==> src/rtl/nor_seq_pkg.sv <==
package nor_seq_pkg;

  localparam logic [7:0] OPC_WREN = 8'h06;
  localparam logic [7:0] OPC_RDSR = 8'h05;
  localparam logic [7:0] OPC_READ = 8'h03;
  localparam logic [7:0] OPC_PROG = 8'h02;
  localparam logic [7:0] OPC_SERA = 8'hD8;

  typedef enum logic [1:0] {
    OP_READ  = 2'd0,
    OP_PROG  = 2'd1,
    OP_ERASE = 2'd2,
    OP_NONE  = 2'd3
  } op_e;

  // opcode that opens the main frame of each operation
  function automatic logic [7:0] main_opcode(op_e op);
    case (op)
      OP_READ: main_opcode = OPC_READ;
      OP_PROG: main_opcode = OPC_PROG;
      default: main_opcode = OPC_SERA;
    endcase
  endfunction

  // range, length and page rule for a request
  function automatic logic req_ok(op_e op, logic [23:0] a, logic [8:0] n,
                                  logic [31:0] cap, logic [31:0] sect,
                                  logic [31:0] page);
    logic [31:0] a32;
    logic [31:0] span;
    logic [31:0] poff;
    a32  = {8'd0, a};
    span = (op == OP_ERASE) ? sect : {23'd0, n};
    poff = a32 & (page - 32'd1);
    req_ok = (op != OP_NONE) && (a32 < cap) && (a32 + span <= cap) &&
             ((op == OP_ERASE) || (n != 9'd0)) &&
             ((op != OP_PROG) || (poff + {23'd0, n} <= page));
  endfunction

endpackage

==> src/rtl/spi_byte_engine.sv <==
module spi_byte_engine #(
  parameter int BYTE_W = 8
) (
  input  logic              clk,
  input  logic              rst_n,
  input  logic              start,
  input  logic [BYTE_W-1:0] tx,
  input  logic              miso,
  output logic              done,
  output logic [BYTE_W-1:0] rx,
  output logic              sclk,
  output logic              mosi,
  output logic              active
);
  localparam int CNT_W = $clog2(BYTE_W);

  logic [BYTE_W-1:0] sh;
  logic [CNT_W-1:0]  cnt;
  logic              ph;

  always_ff @(posedge clk or negedge rst_n) begin
    if (!rst_n) begin
      sh <= '0; rx <= '0; cnt <= '0; ph <= 1'b0;
      active <= 1'b0; sclk <= 1'b0; done <= 1'b0;
    end else begin
      done <= 1'b0;
      if (start && !active) begin
        sh <= tx; cnt <= '0; ph <= 1'b0; active <= 1'b1;
      end else if (active) begin
        if (!ph) begin
          sclk <= 1'b1;
          rx   <= {rx[BYTE_W-2:0], miso};
          ph   <= 1'b1;
        end else begin
          sclk <= 1'b0;
          ph   <= 1'b0;
          sh   <= {sh[BYTE_W-2:0], 1'b0};
          if (cnt == CNT_W'(BYTE_W - 1)) begin
            active <= 1'b0;
            done   <= 1'b1;
          end else begin
            cnt <= cnt + 1'b1;
          end
        end
      end
    end
  end

  assign mosi = sh[BYTE_W-1];

  AST_NO_RESTART: assert property (@(posedge clk) disable iff (!rst_n)
    start |-> !active);
  AST_CLK_REST: assert property (@(posedge clk) disable iff (!rst_n)
    done |-> !sclk);

endmodule

==> src/rtl/chip_busy_flags.sv <==
module chip_busy_flags #(
  parameter int NCHIP  = 2,
  parameter int CHIP_W = 1
) (
  input  logic              clk,
  input  logic              rst_n,
  input  logic              set_en,
  input  logic              clr_en,
  input  logic [CHIP_W-1:0] idx,
  output logic [NCHIP-1:0]  flags
);
  for (genvar i = 0; i < NCHIP; i++) begin : g_flag
    always_ff @(posedge clk or negedge rst_n) begin
      if (!rst_n)
        flags[i] <= 1'b0;
      else if (set_en && idx == CHIP_W'(i))
        flags[i] <= 1'b1;
      else if (clr_en && idx == CHIP_W'(i))
        flags[i] <= 1'b0;
    end
  end

  AST_SET_CLR_EXCL: assert property (@(posedge clk) disable iff (!rst_n)
    !(set_en && clr_en));

endmodule

==> src/rtl/nor_cmd_seq.sv <==
module nor_cmd_seq
  import nor_seq_pkg::*;
#(
  parameter int          NCHIP        = 2,
  parameter logic [31:0] CAP_BYTES    = 32'h0004_0000,
  parameter logic [31:0] SECTOR_BYTES = 32'h0001_0000,
  parameter logic [31:0] PAGE_BYTES   = 32'd256,
  parameter int          GAP_CYC      = 2,
  localparam int         CHIP_W       = (NCHIP > 1) ? $clog2(NCHIP) : 1
) (
  input  logic              clk,
  input  logic              rst_n,
  input  logic              start,
  input  logic [1:0]        op,
  input  logic [CHIP_W-1:0] chip,
  input  logic [23:0]       addr,
  input  logic [8:0]        len,
  output logic              busy,
  output logic              done,
  output logic              err,
  input  logic [7:0]        wr_data,
  input  logic              wr_valid,
  output logic              wr_ready,
  output logic [7:0]        rd_data,
  output logic              rd_valid,
  input  logic              rd_ready,
  output logic              spi_sclk,
  output logic              spi_mosi,
  input  logic              spi_miso,
  output logic [NCHIP-1:0]  spi_cs_n
);
  localparam int GAP_W = $clog2(GAP_CYC + 1);

  typedef enum logic [2:0] {S_IDLE, S_GAP, S_LOAD, S_SHIFT, S_RDOUT} st_e;
  typedef enum logic [1:0] {F_POLL, F_WREN, F_MAIN} fr_e;

  st_e               st;
  fr_e               fr;
  op_e               op_q;
  logic [CHIP_W-1:0] chip_q;
  logic [23:0]       addr_q;
  logic [8:0]        len_q;
  logic [9:0]        bi;
  logic [GAP_W-1:0]  gap;
  logic              cs_act;
  logic [7:0]        rd_q;
  logic [NCHIP-1:0]  flags;
  logic [9:0]        flen;
  logic [7:0]        tx_b;
  logic              eng_start, eng_done, eng_active;
  logic [7:0]        eng_rx;

  // named internal events
  wire req_good   = req_ok(op_e'(op), addr, len, CAP_BYTES, SECTOR_BYTES, PAGE_BYTES);
  wire frame_end  = (st == S_LOAD) && (bi == flen);
  wire poll_clear = frame_end && (fr == F_POLL) && !rd_q[0];
  wire wren_done  = frame_end && (fr == F_WREN);
  wire gap_exit   = (st == S_GAP) && (gap == '0);
  wire in_data    = (fr == F_MAIN) && (bi >= 10'd4);
  wire need_w     = (st == S_LOAD) && !frame_end && in_data && (op_q == OP_PROG);
  wire fr_e after_poll = (op_q == OP_READ) ? F_MAIN : F_WREN;

  always_comb begin
    case (fr)
      F_POLL:  flen = 10'd2;
      F_WREN:  flen = 10'd1;
      default: flen = (op_q == OP_ERASE) ? 10'd4 : 10'd4 + {1'b0, len_q};
    endcase
  end

  always_comb begin
    tx_b = 8'h00;
    if (bi == 10'd0) begin
      case (fr)
        F_POLL:  tx_b = OPC_RDSR;
        F_WREN:  tx_b = OPC_WREN;
        default: tx_b = main_opcode(op_q);
      endcase
    end else if (fr == F_MAIN && bi == 10'd1) tx_b = addr_q[23:16];
    else if (fr == F_MAIN && bi == 10'd2)     tx_b = addr_q[15:8];
    else if (fr == F_MAIN && bi == 10'd3)     tx_b = addr_q[7:0];
    else if (need_w)                          tx_b = wr_data;
  end

  assign eng_start = (st == S_LOAD) && !frame_end && (!need_w || wr_valid);
  assign wr_ready  = need_w;
  assign busy      = (st != S_IDLE);
  assign rd_valid  = (st == S_RDOUT);
  assign rd_data   = rd_q;

  always_ff @(posedge clk or negedge rst_n) begin
    if (!rst_n) begin
      st <= S_IDLE; fr <= F_MAIN; op_q <= OP_READ; chip_q <= '0;
      addr_q <= '0; len_q <= '0; bi <= '0; gap <= '0; cs_act <= 1'b0;
      rd_q <= '0; done <= 1'b0; err <= 1'b0;
    end else begin
      done <= 1'b0;
      case (st)
        S_IDLE: if (start) begin
          if (req_good) begin
            op_q <= op_e'(op); chip_q <= chip; addr_q <= addr; len_q <= len;
            err  <= 1'b0;
            fr   <= flags[chip] ? F_POLL : ((op_e'(op) != OP_READ) ? F_WREN : F_MAIN);
            gap  <= GAP_W'(GAP_CYC - 1);
            st   <= S_GAP;
          end else begin
            done <= 1'b1;
            err  <= 1'b1;
          end
        end
        S_GAP: if (gap == '0) begin
          cs_act <= 1'b1; bi <= '0; st <= S_LOAD;
        end else begin
          gap <= gap - 1'b1;
        end
        S_LOAD: if (frame_end) begin
          cs_act <= 1'b0;
          gap    <= GAP_W'(GAP_CYC - 1);
          case (fr)
            F_POLL: begin fr <= rd_q[0] ? F_POLL : after_poll; st <= S_GAP; end
            F_WREN: begin fr <= F_MAIN; st <= S_GAP; end
            default: begin st <= S_IDLE; done <= 1'b1; end
          endcase
        end else if (eng_start) begin
          st <= S_SHIFT;
        end
        S_SHIFT: if (eng_done) begin
          rd_q <= eng_rx;
          bi   <= bi + 1'b1;
          st   <= (in_data && op_q == OP_READ) ? S_RDOUT : S_LOAD;
        end
        S_RDOUT: if (rd_ready) st <= S_LOAD;
        default: st <= S_IDLE;
      endcase
    end
  end

  spi_byte_engine #(.BYTE_W(8)) u_eng (
    .clk(clk), .rst_n(rst_n), .start(eng_start), .tx(tx_b), .miso(spi_miso),
    .done(eng_done), .rx(eng_rx), .sclk(spi_sclk), .mosi(spi_mosi),
    .active(eng_active)
  );

  chip_busy_flags #(.NCHIP(NCHIP), .CHIP_W(CHIP_W)) u_flags (
    .clk(clk), .rst_n(rst_n), .set_en(wren_done), .clr_en(poll_clear),
    .idx(chip_q), .flags(flags)
  );

  for (genvar i = 0; i < NCHIP; i++) begin : g_cs
    assign spi_cs_n[i] = !(cs_act && chip_q == CHIP_W'(i));
  end

  AST_ONE_CS: assert property (@(posedge clk) disable iff (!rst_n)
    $onehot0(~spi_cs_n));
  AST_CS_GAP: assert property (@(posedge clk) disable iff (!rst_n)
    $rose(cs_act) |-> ($past(!cs_act) && $past(!cs_act, 2)));
  AST_REJECT_QUIET: assert property (@(posedge clk) disable iff (!rst_n)
    (st == S_IDLE && start && !req_good) |=> (done && err && !cs_act));
  AST_WREN_FIRST: assert property (@(posedge clk) disable iff (!rst_n)
    (gap_exit && fr == F_MAIN && op_q != OP_READ) |-> flags[chip_q]);
  AST_POLL_ONLY_BUSY: assert property (@(posedge clk) disable iff (!rst_n)
    (gap_exit && fr == F_POLL) |-> flags[chip_q]);
  AST_WR_IN_FRAME: assert property (@(posedge clk) disable iff (!rst_n)
    wr_ready |-> (cs_act && !spi_sclk && !eng_active));
  AST_DONE_PULSE: assert property (@(posedge clk) disable iff (!rst_n)
    done |=> !done);

endmodule

==> config.mk <==
export PLATFORM = sky130hd
export DESIGN_NAME = nor_cmd_seq
export DESIGN_NICKNAME = d
export VERILOG_FILES = /design/src/rtl/nor_seq_pkg.sv /design/src/rtl/spi_byte_engine.sv /design/src/rtl/chip_busy_flags.sv /design/src/rtl/nor_cmd_seq.sv
export SDC_FILE = /design/constraint.sdc
export NUM_CORES = 1
export LEC_CHECK = 0
export ABC_AREA = 1
export BUFFER_PORTS_ARGS = -buffer_cell sky130_fd_sc_hd__buf_2
export CAP_MARGIN = 20
export CORE_MARGIN = 10
export CORE_UTILIZATION = 37
export CTS_CLUSTER_SIZE = 30
export DETAILED_ROUTE_END_ITERATION = 8
export GPL_ROUTABILITY_DRIVEN = 0
export REMOVE_ABC_BUFFERS = 1
export SYNTH_ARGS = -nofsm -noshare
export SYNTH_HDL_FRONTEND = slang
export SYNTH_SLANG_ARGS = --single-unit
==> constraint.sdc <==
create_clock -name clk -period 2.2 [get_ports clk]
set_clock_uncertainty 0.05 [all_clocks]
set_input_delay 0 -clock clk [delete_from_list [all_inputs] [get_ports clk]]
set_output_delay 0 -clock clk [all_outputs]
set_load 0.005 [all_outputs]
==> results.toml <==
[clock_network]
cts_inserted_buffers = 9
clk_latency_ns = 0.34
clock_path_buffers = 2
clkSlewWorstSetupHoldPaths_ns = 0.07
cts-root-buf = "clkbuf_16"
cts.htree.levels = 3
cts_tree = "built"
cts.sinks = 89

[floorplan]
die_width_um = 150
pin_count = 67
fp.dieH_um = 150
dieArea_um2 = 22600
rows = 47
initial_core_util_pct = 37.8
fp.coreArea_um2 = 16600

[run_status]
status = "finished with violations"
violations = "setup timing"

[synth]
ys_types = 44
synthMuxAreaShare_pct = 0.180
seq_area_frac_synth_pct = 35.5
synth_ff_type = "dfrtp_1"
synth.avg_cell_area_um2 = 6.83
syn_area_um2 = 6270
ys_warn_count = 0
synth-simple-area-share_pct = 34.7
synth_edf_count = 0
ys_ff_latch = 89
synthXorXnorAreaFrac_pct = 1.68
synth_fa_ha_area_share_pct = 5.82
synthArstFlopShare_pct = 100
synth_top_family_by_area = "simple AND/OR/NAND/NOR gates"
synthCells = 918
synth_compound_area_share_pct = 11.2

[drt]
drtAntennaViolNets = 0
vias = 6539
post_drt_via_cell_ratio = 4.80
dr.first_iter.drc_count = 414
wl_per_cell_um = 14.0
first_pass_iters = 5
wl_mm = 19.0
drc_errors = 0

[pwr]
max-vdd-ir-drop_v = 0.000555
power.total_uw = 7730
leakagePower_uw = 0.00477
power.density_nw_per_um2 = 849

[finish]
nFillCells = 1596
areaGrowthSynthToFinish_pct = 45.2
register_area_um2 = 2230
diodes = 0
multiInputGateArea_um2 = 3930
drive_above_1_share_pct = 32.8
final_util_pct = 54.9
nets = 1214

[worst_setup_path]
max_stage_delay_ns = 0.40
endpoint_kind = "flip-flop"
critical_path_arrival_ns = 2.67
critPathKind = "primary input to flip-flop"
required_ns = 2.44
crit_chain = "buf_6 -> inv_4 -> nor2_4 -> nor2_2 -> ha_2 -> fa_2 -> or2_4 -> a21oi_2 -> nand3_2 -> nor2_2 -> nand2_1 -> nor2_2 -> nand3_1 -> nor2_1 -> nand2_1 -> nand2_2 -> buf_6 -> nand3_4 -> nand2_8 -> buf_6 -> nand4_1 -> nand2_1"
cpMaxStageDelayCell = "fa_2"
crit_path_start_kind = "primary input"
path_max_fanout = 5

[sta]
hold_viol_final = 0
fmax_ghz = 0.411
final.setup.worst_slack_ns = -0.234
maxSlewHeadroom_pct = 59.9
setup_viol = 54
period_needed_ns = 2.43
maxSlewViolCount = 0
worst_pin_slew_ns = 0.598
finalCritPeriodShare_pct = 111
rsz0062_at_grt = "yes"

[global_route]
grt_pass1_wl_mm = 29.6
grt_usage_pct = 15.9
grt_start_max_net_pins = 58
gr-total-overflow = 0
antenna_found_initial = 1
grt_pass1_vias = 6196

[placement]
dp_hpwl_mm = 13.7
io_buffers = 66

[flow_run]
cap_violations = 0

[worst_hold_path]
hp-class = "primary input to flip-flop"
[registers in the layout, indices dropped and copies added, names as in the netlist, 3 cells and up]
signal and flops:
rd_data 8, u_eng.rx 8, u_eng.sh 8, len_q 9
addr_q 24, u_eng.cnt 3, bi 10, st 3
[critical path: cells and delay by family]
family                     cells  cell delay, ns
AOI/OAI and AO/OA              1            0.13
adders and majority gates      2            0.60
buffers and inverters          4            0.33
and+or+nand+nor               15            1.61
[cell families (layout without fill, tap and decap cells)]
group           count (synthesis)  in the layout
fa+ha+maj                      28             28
buf+inv                       170            393
simple gates                  495            495
flops                          89             89
compound gates                123            123
mux                             1              1
xor+xnor                       12             12
[final timing paths]
path / startpoint / to / slack, ns / cells after the start
hold reg to reg: addr_q[19]$_DFFE_PN0P_ / addr_q[19]$_DFFE_PN0P_ / 0.41 / 2
hold / removal: len[0] / len_q[0]$_DFFE_PN0P_ / 0.009 / 4
min in group asynchronous: rst_n / bi[6]$_DFFE_PN0P_ / 0.11 / 2
setup / recovery: op[1] / gap[1]$_DFFE_PN0P_ / -0.23 / 22
max in group asynchronous: rst_n / fr[1]$_DFFE_PN1P_ / 1.28 / 3
setup reg to reg: st[0]$_DFFE_PN0P_ / addr_q[2]$_DFFE_PN0P_ / -0.11 / 10
[per-stage QoR]
stage | area [um2] | setup slack [ns] | hold WS, ns | std cells | setup TNS (ns)
after global placement | 7540 | -0.699 | -0.0598 | 1287 | -25.67
after CTS | 8380 | -0.0776 | 0.0114 | 1340 | -2.09
after floorplan | 6170 | -1.31 | -0.346 | 903 | -50.29
after global routing | 9110 | -0.437 | 0.0197 | 1361 | -18.99
after detailed placement | 7540 | -0.711 | -0.0613 | 1287 | -25.24
final | 9110 | -0.234 | 0.00916 | 1361 | -8.53
[Yosys cell counts (2+ instances only)]
master      n  area share [%]
a211oi_1    2            0.24
dfrtp_1    88              35
inv_2       3            0.18
clkbuf_1    8            0.48
ha_1       26             5.2
a21boi_0    3            0.36
nand3_1    61             4.9
o21ai_1     8            0.64
nor2_4      2            0.36
buf_4       2            0.24
fa_1        2            0.64
nand2_4     2            0.36
nand2b_1    3            0.30
nand4_1    26             2.6
a21oi_1    23             1.8
or2_1       2            0.20
nor4_1      3            0.30
nor2_1     82             4.9
xnor2_1     3            0.42
buf_6       5            0.90
o21ai_2     8             1.1
or2_2       6            0.60
nor2_2      6            0.60
o21ai_0    63             5.0
a21o_1      2            0.24
nor3_2      2            0.32
o21bai_1    2            0.24
nor3_1     14             1.1
nand3_4     2            0.56
xor2_1      9             1.3
inv_1     152             9.1
nand2_2    10             1.0
nand2_1   272              16
o211ai_1    5            0.60
a21oi_2     2            0.28
[where the power goes]
part | leakage (uW) | switching, uW | total [uW] | internal [uW]
clock network | 0.000157 | 672 | 1620 | 951
registers | 0.00118 | 264 | 2290 | 2030
logic | 0.00344 | 2170 | 3820 | 1650
[layout make-up]
cell class,count,area share [%]
Sequential cell,89,24.5
Timing Repair Buffer,222,19.4
Tap cell,220,3.02
Multi-Input combinational cell,659,43.2
Clock inverter,5,0.673
Clock buffer,11,2.78
Inverter,155,6.53
[cells in the final DEF (no fill, tap or decap), types with 12 or more instances in the layout]
master / instances
nand2_4: 24
buf_2: 64
ha_1: 20
a21oi_1: 18
inv_1: 142
dfrtp_1: 88
o21ai_0: 37
clkbuf_16: 13
buf_4: 109
nor2_1: 68
nand3_1: 51
nand4_1: 26
o21ai_2: 20
nand2_2: 34
buf_6: 21
nand2_1: 225
dlygate4sd3_1: 19
nor3_1: 14
o21ai_1: 22
nor2_2: 12
[metal layers]
metal	global-route usage (%)	vias to the layer above	part of all wire [%]
met5	0	-	0.068
met4	3.60	2	2.0
met3	3.63	28	5.0
met2	25.2	143	47
met1	21.5	3006	46
li1	-	3360	-
[what timing repair did]
action	CTS	global route
resized for setup	64	147
endpoints found under the setup margin	60	63
cloned	2	7
pin swaps	25	44
hold buffers	19	0
setup buffers	16	14
endpoints found under the hold margin	51	0
(Power assumes the default switching activity.)
